$ cat src/rtl/rsf_pkg.sv
package rsf_pkg;
  typedef enum logic [1:0] {
    ST_REDUNDANT = 2'd0,
    ST_COPYING   = 2'd1,
    ST_NONRED    = 2'd2
  } chan_st_e;

  localparam logic [1:0] SLOT_EMPTY = 2'd0;
  localparam logic [1:0] SLOT_SR    = 2'd1;
  localparam logic [1:0] SLOT_DR    = 2'd2;
  localparam logic [1:0] SLOT_QR    = 2'd3;
endpackage

$ cat src/rtl/rsf_spare_pick.sv
module rsf_spare_pick
  import rsf_pkg::*;
#(
  parameter int NRK    = 4,
  parameter int NSLOT  = 2,
  parameter int SIZE_W = 4,
  parameter int RK_W   = 2,
  parameter int CAP_W  = 8
) (
  input  logic                  sparing_on,
  input  logic [NRK-1:0]        present,
  input  logic [NRK*SIZE_W-1:0] sizes,
  input  logic [NSLOT*2-1:0]    slots,
  output logic [RK_W-1:0]       spare_rank,
  output logic                  spare_ok,
  output logic [CAP_W-1:0]      installed,
  output logic [CAP_W-1:0]      reserved
);
  logic              found;
  logic [SIZE_W-1:0] best;
  logic              has_quad;
  int                n_small;

  always_comb begin
    found      = 1'b0;
    best       = '0;
    spare_rank = '0;
    installed  = '0;
    for (int r = 0; r < NRK; r++) begin
      if (present[r]) begin
        installed = installed + CAP_W'(sizes[r*SIZE_W +: SIZE_W]);
        // strict compare keeps the lowest index on a tie
        if (!found || sizes[r*SIZE_W +: SIZE_W] > best) begin
          found      = 1'b1;
          best       = sizes[r*SIZE_W +: SIZE_W];
          spare_rank = RK_W'(r);
        end
      end
    end
  end

  always_comb begin
    n_small  = 0;
    has_quad = 1'b0;
    for (int s = 0; s < NSLOT; s++) begin
      if (slots[s*2 +: 2] == SLOT_SR || slots[s*2 +: 2] == SLOT_DR) n_small = n_small + 1;
      if (slots[s*2 +: 2] == SLOT_QR) has_quad = 1'b1;
    end
    spare_ok = sparing_on && found && (n_small >= 2 || has_quad);
    reserved = spare_ok ? CAP_W'(best) : '0;
  end
endmodule

$ cat src/rtl/rsf_err_count.sv
module rsf_err_count #(
  parameter int NCH   = 2,
  parameter int NRK   = 4,
  parameter int CNT_W = 4,
  parameter int CH_W  = 1,
  parameter int RK_W  = 2
) (
  input  logic                clk,
  input  logic                rst_n,
  input  logic                err_fire,
  input  logic [CH_W-1:0]     err_chan,
  input  logic [RK_W-1:0]     err_rank,
  input  logic [NCH-1:0]      count_en,
  input  logic [NCH*NRK-1:0]  rank_ok,
  input  logic [CNT_W-1:0]    thresh,
  output logic [NCH-1:0]      hit,
  output logic [NCH*RK_W-1:0] hit_rank
);
  localparam int NCTR = NCH * NRK;
  localparam logic [CNT_W-1:0] CNT_MAX = '1;

  logic [CNT_W-1:0] cnt_q [NCTR];
  logic [NCTR-1:0]  crossed;

  for (genvar c = 0; c < NCH; c++) begin : g_ch
    for (genvar r = 0; r < NRK; r++) begin : g_rk
      localparam int IDX = c * NRK + r;
      logic bump;
      assign bump = err_fire && (err_chan == CH_W'(c)) && (err_rank == RK_W'(r))
                    && count_en[c] && rank_ok[IDX];

      always_ff @(posedge clk) begin
        if (!rst_n)                          cnt_q[IDX] <= '0;
        else if (bump && cnt_q[IDX] != CNT_MAX) cnt_q[IDX] <= cnt_q[IDX] + 1'b1;
      end

      assign crossed[IDX] = (thresh != '0) && (cnt_q[IDX] >= thresh)
                            && rank_ok[IDX] && count_en[c];

      assert_cnt_saturates_R4: assert property (@(posedge clk) disable iff (!rst_n)
        cnt_q[IDX] == CNT_MAX |=> cnt_q[IDX] == CNT_MAX);
    end
  end

  always_comb begin
    hit      = '0;
    hit_rank = '0;
    for (int c = 0; c < NCH; c++) begin
      for (int r = NRK - 1; r >= 0; r--) begin
        if (crossed[c*NRK + r]) begin
          hit[c]                     = 1'b1;
          hit_rank[c*RK_W +: RK_W]   = RK_W'(r);
        end
      end
    end
  end
endmodule

$ cat src/rtl/rsf_chan_fsm.sv
module rsf_chan_fsm
  import rsf_pkg::*;
#(
  parameter int RK_W = 2
) (
  input  logic            clk,
  input  logic            rst_n,
  input  logic            active,
  input  logic            hit,
  input  logic [RK_W-1:0] hit_rank,
  input  logic [RK_W-1:0] spare_rank,
  input  logic            grant,
  input  logic            done,
  output chan_st_e        state_o,
  output logic [RK_W-1:0] fail_rank_o,
  output logic [RK_W-1:0] spare_lat_o,
  output logic            req_o,
  output logic            evt_o
);
  chan_st_e        st_q;
  logic            issued_q;
  logic            evt_q;
  logic [RK_W-1:0] fail_q;
  logic [RK_W-1:0] spare_q;

  always_ff @(posedge clk) begin
    if (!rst_n) begin
      st_q     <= ST_REDUNDANT;
      issued_q <= 1'b0;
      evt_q    <= 1'b0;
      fail_q   <= '0;
      spare_q  <= '0;
    end else begin
      evt_q <= 1'b0;
      unique case (st_q)
        ST_REDUNDANT: if (active && hit) begin
          st_q     <= ST_COPYING;
          fail_q   <= hit_rank;
          spare_q  <= spare_rank;
          issued_q <= 1'b0;
          evt_q    <= 1'b1;
        end
        ST_COPYING: begin
          if (grant) issued_q <= 1'b1;
          if (issued_q && done) st_q <= ST_NONRED;
        end
        default: st_q <= ST_NONRED;
      endcase
    end
  end

  assign state_o     = st_q;
  assign fail_rank_o = fail_q;
  assign spare_lat_o = spare_q;
  assign req_o       = (st_q == ST_COPYING) && !issued_q;
  assign evt_o       = evt_q;

  assert_once_only_R8: assert property (@(posedge clk) disable iff (!rst_n)
    st_q == ST_NONRED |=> st_q == ST_NONRED && !evt_q);
  assert_wait_done_R7: assert property (@(posedge clk) disable iff (!rst_n)
    (st_q == ST_COPYING && !done) |=> st_q == ST_COPYING);
  assert_evt_enters_copy_R6: assert property (@(posedge clk) disable iff (!rst_n)
    evt_q |-> st_q == ST_COPYING && !issued_q);
endmodule

$ cat src/rtl/rsf_copy_arb.sv
module rsf_copy_arb #(
  parameter int NCH  = 2,
  parameter int CH_W = 1
) (
  input  logic            clk,
  input  logic            rst_n,
  input  logic [NCH-1:0]  req,
  input  logic            copy_ready,
  output logic            copy_valid,
  output logic [CH_W-1:0] copy_chan,
  output logic [NCH-1:0]  grant
);
  logic            lock_q;
  logic [CH_W-1:0] lock_ch_q;

  always_comb begin
    copy_valid = 1'b0;
    copy_chan  = '0;
    if (lock_q) begin
      copy_valid = 1'b1;
      copy_chan  = lock_ch_q;
    end else begin
      for (int c = NCH - 1; c >= 0; c--) begin
        if (req[c]) begin
          copy_valid = 1'b1;
          copy_chan  = CH_W'(c);
        end
      end
    end
    for (int c = 0; c < NCH; c++) grant[c] = copy_valid && copy_ready && (copy_chan == CH_W'(c));
  end

  always_ff @(posedge clk) begin
    if (!rst_n) begin
      lock_q    <= 1'b0;
      lock_ch_q <= '0;
    end else if (copy_valid && !copy_ready) begin
      lock_q    <= 1'b1;
      lock_ch_q <= copy_chan;
    end else if (copy_valid && copy_ready) begin
      lock_q    <= 1'b0;
    end
  end

  assert_req_hold_R6: assert property (@(posedge clk) disable iff (!rst_n)
    (copy_valid && !copy_ready) |=> copy_valid && $stable(copy_chan));
  assert_single_grant_R6: assert property (@(posedge clk) disable iff (!rst_n)
    $onehot0(grant));
endmodule

$ cat src/rtl/rank_spare_ctrl.sv
module rank_spare_ctrl
  import rsf_pkg::*;
#(
  parameter int NCH    = 2,
  parameter int NRK    = 4,
  parameter int NSLOT  = 2,
  parameter int CNT_W  = 4,
  parameter int SIZE_W = 4,
  localparam int CH_W  = (NCH > 1) ? $clog2(NCH) : 1,
  localparam int RK_W  = (NRK > 1) ? $clog2(NRK) : 1,
  localparam int CAP_W = SIZE_W + $clog2(NCH * NRK) + 1
) (
  input  logic                      clk,
  input  logic                      rst_n,
  input  logic                      spare_en,
  input  logic [CNT_W-1:0]          thresh,
  input  logic [NCH*NSLOT*2-1:0]    slot_kind,
  input  logic [NCH*NRK-1:0]        rank_present,
  input  logic [NCH*NRK*SIZE_W-1:0] rank_size,
  input  logic                      err_valid,
  output logic                      err_ready,
  input  logic [CH_W-1:0]           err_chan,
  input  logic [RK_W-1:0]           err_rank,
  output logic                      copy_valid,
  input  logic                      copy_ready,
  output logic [CH_W-1:0]           copy_chan,
  output logic [RK_W-1:0]           copy_src,
  output logic [RK_W-1:0]           copy_dst,
  input  logic                      copy_done,
  input  logic [CH_W-1:0]           copy_done_chan,
  output logic [NCH*RK_W-1:0]       spare_rank,
  output logic [NCH-1:0]            spare_active,
  output logic [CAP_W-1:0]          usable_cap,
  output logic [NCH*NRK*RK_W-1:0]   remap,
  output logic [NCH*NRK-1:0]        rank_retired,
  output logic [NCH-1:0]            sfo_evt,
  output logic [NCH*RK_W-1:0]       sfo_rank,
  output logic                      first_log_valid,
  output logic [CH_W-1:0]           first_log_chan,
  output logic [RK_W-1:0]           first_log_rank
);
  logic             err_fire;
  logic [CAP_W-1:0] inst_cap [NCH];
  logic [CAP_W-1:0] resv_cap [NCH];
  logic [NCH-1:0]   count_en, hit, req, grant;
  logic [NCH*NRK-1:0]  rank_ok;
  logic [NCH*RK_W-1:0] hit_rank, fail_flat, spare_lat_flat;
  chan_st_e         ch_st [NCH];

  assign err_ready = 1'b1;
  assign err_fire  = err_valid && err_ready;

  for (genvar c = 0; c < NCH; c++) begin : g_chan
    rsf_spare_pick #(
      .NRK(NRK), .NSLOT(NSLOT), .SIZE_W(SIZE_W), .RK_W(RK_W), .CAP_W(CAP_W)
    ) u_pick (
      .sparing_on (spare_en),
      .present    (rank_present[c*NRK +: NRK]),
      .sizes      (rank_size[c*NRK*SIZE_W +: NRK*SIZE_W]),
      .slots      (slot_kind[c*NSLOT*2 +: NSLOT*2]),
      .spare_rank (spare_rank[c*RK_W +: RK_W]),
      .spare_ok   (spare_active[c]),
      .installed  (inst_cap[c]),
      .reserved   (resv_cap[c])
    );

    for (genvar r = 0; r < NRK; r++) begin : g_ok
      assign rank_ok[c*NRK + r] = rank_present[c*NRK + r]
                                  && (spare_rank[c*RK_W +: RK_W] != RK_W'(r));
    end

    assign count_en[c] = spare_active[c] && (ch_st[c] == ST_REDUNDANT);

    rsf_chan_fsm #(.RK_W(RK_W)) u_fsm (
      .clk         (clk),
      .rst_n       (rst_n),
      .active      (spare_active[c]),
      .hit         (hit[c]),
      .hit_rank    (hit_rank[c*RK_W +: RK_W]),
      .spare_rank  (spare_rank[c*RK_W +: RK_W]),
      .grant       (grant[c]),
      .done        (copy_done && copy_done_chan == CH_W'(c)),
      .state_o     (ch_st[c]),
      .fail_rank_o (fail_flat[c*RK_W +: RK_W]),
      .spare_lat_o (spare_lat_flat[c*RK_W +: RK_W]),
      .req_o       (req[c]),
      .evt_o       (sfo_evt[c])
    );

    for (genvar r = 0; r < NRK; r++) begin : g_map
      logic swapped;
      assign swapped = (ch_st[c] == ST_NONRED) && (fail_flat[c*RK_W +: RK_W] == RK_W'(r));
      assign remap[(c*NRK + r)*RK_W +: RK_W] = swapped ? spare_lat_flat[c*RK_W +: RK_W] : RK_W'(r);
      assign rank_retired[c*NRK + r] = swapped;
    end
  end

  assign sfo_rank = fail_flat;

  rsf_err_count #(
    .NCH(NCH), .NRK(NRK), .CNT_W(CNT_W), .CH_W(CH_W), .RK_W(RK_W)
  ) u_cnt (
    .clk      (clk),
    .rst_n    (rst_n),
    .err_fire (err_fire),
    .err_chan (err_chan),
    .err_rank (err_rank),
    .count_en (count_en),
    .rank_ok  (rank_ok),
    .thresh   (thresh),
    .hit      (hit),
    .hit_rank (hit_rank)
  );

  rsf_copy_arb #(.NCH(NCH), .CH_W(CH_W)) u_arb (
    .clk        (clk),
    .rst_n      (rst_n),
    .req        (req),
    .copy_ready (copy_ready),
    .copy_valid (copy_valid),
    .copy_chan  (copy_chan),
    .grant      (grant)
  );

  assign copy_src = fail_flat[copy_chan*RK_W +: RK_W];
  assign copy_dst = spare_lat_flat[copy_chan*RK_W +: RK_W];

  always_comb begin
    usable_cap = '0;
    for (int c = 0; c < NCH; c++) usable_cap = usable_cap + inst_cap[c] - resv_cap[c];
  end

  logic seen_q;
  always_ff @(posedge clk) begin
    if (!rst_n) begin
      seen_q          <= 1'b0;
      first_log_valid <= 1'b0;
      first_log_chan  <= '0;
      first_log_rank  <= '0;
    end else begin
      first_log_valid <= 1'b0;
      if (err_fire && !seen_q) begin
        seen_q          <= 1'b1;
        first_log_valid <= 1'b1;
        first_log_chan  <= err_chan;
        first_log_rank  <= err_rank;
      end
    end
  end

  assert_log_single_R9: assert property (@(posedge clk) disable iff (!rst_n)
    first_log_valid |=> !first_log_valid && seen_q);
  assert_src_not_spare_R2: assert property (@(posedge clk) disable iff (!rst_n)
    copy_valid |-> copy_src != copy_dst);
endmodule

$ cat config.mk
export PLATFORM = sky130hd
export DESIGN_NAME = rank_spare_ctrl
export DESIGN_NICKNAME = d
export VERILOG_FILES = /design/src/rtl/rsf_pkg.sv /design/src/rtl/rsf_spare_pick.sv /design/src/rtl/rsf_err_count.sv /design/src/rtl/rsf_chan_fsm.sv /design/src/rtl/rsf_copy_arb.sv /design/src/rtl/rank_spare_ctrl.sv
export SDC_FILE = /design/constraint.sdc
export NUM_CORES = 1
export LEC_CHECK = 0
export BUFFER_PORTS_ARGS = -buffer_cell sky130_fd_sc_hd__buf_2
export CORE_MARGIN = 1.5
export CORE_UTILIZATION = 60
export CTS_CLUSTER_SIZE = 10
export DETAILED_ROUTE_END_ITERATION = 8
export PLACE_DENSITY = 0.87
export SYNTH_ARGS = -nofsm -noshare
export SYNTH_HDL_FRONTEND = slang
export SYNTH_SLANG_ARGS = --single-unit
$ cat constraint.sdc
create_clock -name clk -period 22.3 [get_ports clk]
set_input_delay 2.23 -clock clk [delete_from_list [all_inputs] [get_ports clk]]
set_output_delay 2.23 -clock clk [all_outputs]
set_load 0.05 [all_outputs]
# After elaboration in Yosys (flattened, before gate mapping)
# Memory sizes are Yosys's and may differ from the RTL's.
# Index checks and enable logic that the tools add are counted.
[totals] reg_bits=23 ramBits=32 in_bits=62 out_inout_bits=55 n_memories=1
[mem_list] name="u_cnt.cnt_q" depth=8 word_bits=4 read_ports=8 rd_clocked_by_memory_dff=0 write_ports=8 line="rsf_err_count.sv:22" rtl="logic [CNT_W-1:0] cnt_q [NCTR];"
[op_classes] n_addsub=19 n_lt_le_gt_ge=16 eq_ne=45 shifts=2 muxes=137 bitwise=11 reduce_logical=134
[ops] cell="$mux 4" n=26
[ops] cell="$logic_and 1x1->1" n=93
[ops] cell="$mux 1" n=69
[ops] cell="$ge 32x3->1 const B" n=2
[ops] cell="$mux 32" n=2
[ops] cell="$mux 2" n=30
[ops] cell="$mux 8" n=6
[ops] cell="$add 4x1->4 const B" n=8
[ops] cell="$add 8x4->8" n=4
[ops] cell="$eq 2x2->1 const B" n=16
[ops] cell="$ge 4x4->1" n=8
[ops] cell="$ne 4x4->1 const B" n=8
[ops] cell="$gt 4x4->1" n=6
[ops] cell="$eq 2x1->1 const B" n=9
[ops] cell="$ne 2x1->1 const B" n=8
[ops] cell="$sub 8x8->8" n=2
[ops] cell="$logic_or 1x1->1" n=12
[ops] cell="$reduce_and 2->1" n=6
[ops] cell="$add 4x4->5" n=2
[ops] cell="$logic_not 1->1" n=10
[ops] cell="$logic_not 2->1" n=5
[ops] cell="$reduce_bool 2->1" n=5
[ops] cell="$add 8x8->8" n=1
[ops] cell="$ne 2x2->1 const B" n=4
[ops] cell="8 further kinds" n=22

# Longest topological paths before layout
[depth] word_depth=24 ltp_mapped=33 mapped_depth_nobuf=30

# Cells and area by module
# From an unflattened synthesis, not the netlist that was laid out.
[hier_totals] cells_unflattened=820 area_unflattened_um2=7055.5
[by_module_without_submodules] mod="rsf_err_count" instances=1 cells_per_inst=250 area_per_inst_um2=2458.6 seq_area_each_um2=960.9
[by_module_without_submodules] mod="rsf_spare_pick at g_chan[0].u_pick" instances=1 cells_per_inst=174 area_per_inst_um2=1332.5 seq_area_each_um2=0.0
[by_module_without_submodules] mod="rank_spare_ctrl" instances=1 cells_per_inst=149 area_per_inst_um2=1268.7 seq_area_each_um2=100.1
[by_module_without_submodules] mod="rsf_spare_pick at g_chan[1].u_pick" instances=1 cells_per_inst=167 area_per_inst_um2=1233.7 seq_area_each_um2=0.0
[by_module_without_submodules] mod="rsf_chan_fsm" instances=2 cells_per_inst=33 area_per_inst_um2=315.3 seq_area_each_um2=160.2
[by_module_without_submodules] mod="rsf_copy_arb" instances=1 cells_per_inst=14 area_per_inst_um2=131.4 seq_area_each_um2=40.0

# Worst setup path before layout
# No wires, ideal clock.
[synth_timing] path_kind="input to output" startpoint="input port rank_present[0]" endpoint="output port usable_cap[7]" arrival_ps=9419 required_ps=20070 setup_slack_ps=10651 path_stages=30 n_path_buf=1 cell_sequence="buf_2 nand2_1 ha_1 o21ai_0 a21oi_1 o31ai_2 mux2_2 inv_1 ha_1 and4b_1 a2111oi_1 nor2_1 mux2_2 ha_1 and4b_1 and4b_1 nor2_1 mux2_2 nand2_1 fa_1 inv_1 fa_1 inv_1 ha_1 a21o_1 a21oi_1 o21bai_1 a21oi_1 o21ai_0 xor2_1"
[synth_between] elab_chain_len=19
[synth_rtl] item="start, declared" line="rank_spare_ctrl.sv:18" rtl="input logic [NCH*NRK-1:0] rank_present,"
[synth_rtl] item="$mux 4 or $mux 1 (tied branches)" line="rsf_spare_pick.sv:30" rtl="if (present[r]) begin"
[synth_rtl] item="$gt 4x4->1 or $logic_not 1->1 (tied branches)" line="rsf_spare_pick.sv:33" rtl="if (!found || sizes[r*SIZE_W +: SIZE_W] > best) begin"
[synth_rtl] item="$logic_or 1x1->1" line="rsf_spare_pick.sv:33"
[synth_rtl] item="$mux 4 or $mux 1 (tied branches)" line="rsf_spare_pick.sv:33"
[synth_rtl] item="$mux 4 or $mux 1 (tied branches)" line="rsf_spare_pick.sv:30"
[synth_rtl] item="$gt 4x4->1 or $logic_not 1->1 (tied branches)" line="rsf_spare_pick.sv:33"
[synth_rtl] item="$logic_or 1x1->1" line="rsf_spare_pick.sv:33"
[synth_rtl] item="$mux 4 or $mux 1 (tied branches)" line="rsf_spare_pick.sv:33"
[synth_rtl] item="(+2 left out)"
[synth_rtl] item="$logic_or 1x1->1" line="rsf_spare_pick.sv:33"
[synth_rtl] item="$mux 1" line="rsf_spare_pick.sv:33"
[synth_rtl] item="$mux 1" line="rsf_spare_pick.sv:30"
[synth_rtl] item="$logic_and 1x1->1 (2 in series)" line="rsf_spare_pick.sv:49" rtl="spare_ok = sparing_on && found && (n_small >= 2 || has_quad);"
[synth_rtl] item="$mux 4" line="rsf_spare_pick.sv:50" rtl="reserved = spare_ok ? CAP_W'(best) : '0;"
[synth_rtl] item="$sub 8x8->8 (*)" line="rank_spare_ctrl.sv:130" rtl="for (int c = 0; c < NCH; c++) usable_cap = usable_cap + inst_cap[c] - resv_cap[c];"
[synth_rtl] item="$add 8x8->8 (*)" line="rank_spare_ctrl.sv:130"
[synth_rtl] item="$sub 8x8->8 (*)" line="rank_spare_ctrl.sv:130"
[synth_rtl] item="end, declared" line="rank_spare_ctrl.sv:33" rtl="output logic [CAP_W-1:0] usable_cap,"
# Mark *: on every way between the ends. The rest lies on a longest branch, timed or not.

# Worst setup path after layout
[layout_timing] startpoint="input port rank_present[0]" endpoint="output port usable_cap[6]"
# The elaborated chain is that of the path after synthesis.

==> out/summary.txt <==
Top FF cell, synth: edfxtp_1
hold_sp: seen_q
crit path capture type: output pin
P_sw: 269 uW
synthesized flop and latch total: 55
Worst EP arrival: 10.11 ns
drt wl/cell: 15.1 um
CTS clk-pin slew, worst paths: 0.10 ns
DP HPWL: 12.1 mm
post-synthesis cell area: 6510 um^2
syn_area_per_cell: 8.62 um^2
total negative setup slack: 0 ns
HP Class: reg -> reg
Layout Nets: 1,031
max_cap viols: 0
Antenna Nets Post-Route: 0
clk_skew: 0.00914 ns
gp weighted congestion: 0.890
static leakage: 3.53 nW
global-route wire length before repair: 24.2 mm
Initial DRT Pass Iterations: 5
Die W: 107 um
Post-CTS Setup Repair Bufs: 0
worst-case reg-to-reg path depth: 9
Initial Util: 62.5%
CP startpoint: rank_present[0]
Rows: 37
register area share after synthesis: 21.8%
Design Area, Final: 7200 um^2
largest net degree at the start of global routing: 38
Area Overhead vs Synth: 10.6%
Post-CTS Resized: 0
unrepaired setup endpoints after global routing: no
maximum clock rate: 81.0 MHz
Slew Viols, Final: 0
final hold viol count: 0
Peak VDD IR: 0.313 mV
Clock Tree Buf Depth: 2
Logic pwr share: 65.1%
later-pin clock latency in the skew report: 0.32 ns
crit share post-route: 55.4%
cts hold-fix bufs: 0
RR Endpoint: g_chan[1].u_fsm.spare_lat_o[0]
1st-iter DRT viols: 311
final cell count without fillers: 987
IO Port Bufs: 115
synth warn: 0
CTS Sinks: 55
Core ar.: 10,400 um^2
placed cell areas: 7090 um^2
Reg power frac: 22.3%
post-synthesis cell type count: 63
drc violations: 0
initial antenna violation count: 0
CP peak stage delay: 0.58 ns
syn nets: 936
vias in the first global route: 5,287
H-Tree Depth: 2
via count: 5,618
CP max stage cell: a2111oi_1
cell taking the most area after synthesis: ha_1
CTS tree: done
CP Max Fanout: 10
power per cell area: 72.8 nW/um^2
Top cell by count, worst path: ha_1
clock period minus worst slack: 12.34 ns
Post-synth EDFFs: 32
Min-Delay Endpoint: seen_q
grt total ovfl: 0
startpoint types: input pin
Worst EP required: 20.07 ns
power share of the clock group: 12.6%
antenna cell count: 0
switch share: 51.4%
die height: 107 um
most frequent cell after synthesis: ha_1
launching point of the worst reg2reg path: u_cnt.cnt_q[1][12]
Inst Count DP: 979
Num CTS Buffers: 5
drt via density: 5.69
kind of critical path: in -> out
top area cells in the synthesized netlist: ha_1 20%, edfxtp_1 15%, dfxtp_1 7.1%, inv_1 4.8%, fa_1 4.6%
worst hold stages: 1
Root Driver: clkbuf_8
Post-Synthesis Cells: 755
Routed Wire Length: 14.9 mm
post-synth top area share: 20.0%
die area: 11,500 um^2
r2r setup slk: 20.09 ns
IO Pins: 117
cell internal pwr: 254 uW
headroom to the max-slew limit: 42.9%
Synth top cells by count: 104 x ha_1, 83 x inv_1, 61 x nor2_1, 50 x nand2_1, 41 x a21oi_1
async set-reset flop share out of synthesis: 0%
fraction of layout cells with a size suffix above 1: 19.0%
outcome: complete, no violations
Worst Tran Pin Value: 0.847 ns
gr usage total: 26.1%
final setup vio count: 0
==> placed cells by master (no fill, tap or decap), types with 15 or more instances in the layout <==
cell / instances
dfxtp_1: 23
mux2_2: 21
a21oi_1: 41
ha_1: 104
fa_1: 15
edfxtp_1: 32
xnor2_1: 20
buf_2: 115
nand2_1: 50
nand3_1: 25
inv_1: 83
nor2_1: 61
nor2b_1: 22
xor2_1: 19
nand2b_1: 17
mux2i_1: 21
o21ai_0: 39
==> critical path: cells and delay by family <==
kind,cells,cell delay (ns)
XOR/XNOR,1,0.13
AO/OA/AOI/OAI,8,2.06
multiplexers,3,0.99
buffers and inverters,5,0.64
AND/OR/NAND/NOR,7,1.52
adder cells (fa/ha/maj),7,2.55
==> final cells by class <==
class | count | area (um^2)
tap | 136 | 170
fill | 831 | 3220
multi-input combinational | 590 | 4610
clock buffer | 7 | 108
timing repair buffer | 115 | 576
inverter | 83 | 312
sequential | 55 | 1420
clock inverter | 1 | 5.00
==> logic make-up after synthesis <==
| family | synth area share (%) |
|---|---|
| compound gates | 15.2 |
| xor+xnor | 5.25 |
| fa+ha+maj | 24.6 |
| buf+inv | 7.34 |
| flops | 21.8 |
| mux | 6.86 |
| other cells | 0.0576 |
| simple gates | 18.8 |
==> worst max path at each step <==
| stage | end | slack [ns] | depth (start not counted) |
|---|---|---|---|
| final | usable_cap[6] | 9.96 | 31 |
| after global routing | usable_cap[6] | 9.42 | 31 |
| after CTS | usable_cap[6] | 10.01 | 31 |
| after detailed placement | usable_cap[6] | 10.06 | 31 |
| after global placement | usable_cap[6] | 10.25 | 31 |
| after floorplan | usable_cap[7] | 10.65 | 30 |
==> per-stage QoR <==
stage | hold WS, ns | total power [mW] | utilization (%) | setup slack, ns
6_report | 0.495 | 0.524 | 69.1 | 9.96
5_1_grt | 0.510 | 0.557 | 69.1 | 9.42
4_1_cts | 0.497 | 0.524 | 69.1 | 10.01
3_5_place_dp | 0.455 | 0.456 | 68.0 | 10.06
3_3_place_gp | 0.449 | 0.450 | 68.0 | 10.25
2_1_floorplan | 0.441 | 0.389 | - | 10.65
==> sequential cells by signal, summed over array words and instances, names as in the netlist <==
name and flops:
g_chan.u_fsm.spare_lat_o 4, g_chan.u_fsm.state_o 4, first_log_valid 1, seen_q 1
first_log_rank 2, g_chan.u_fsm.evt_o 2, g_chan.u_fsm.issued_q 2, u_arb.lock_q 1
u_cnt.cnt_q 32, u_arb.lock_ch_q 1, first_log_chan 1, g_chan.u_fsm.fail_rank_o 4
==> power by group through the flow <==
stage	combinational, mW	clock [mW]	sequential, mW
after floorplan	0.269	0	0.121
after CTS	0.340	0.0670	0.117
after global routing	0.370	0.0697	0.118
after global placement	0.331	0	0.119
final	0.341	0.0660	0.117
after detailed placement	0.337	0	0.119
==> routing by layer <==
| layer | vias up | share of wire, % | global-route usage (%) |
|---|---|---|---|
| met5 | - | 0 | 0 |
| met4 | 0 | 1.6 | 6.95 |
| met3 | 23 | 5.8 | 2.13 |
| met2 | 182 | 48 | 45.9 |
| met1 | 2588 | 45 | 34.4 |
| li1 | 2825 | - | - |
(Power assumes the default switching activity.)
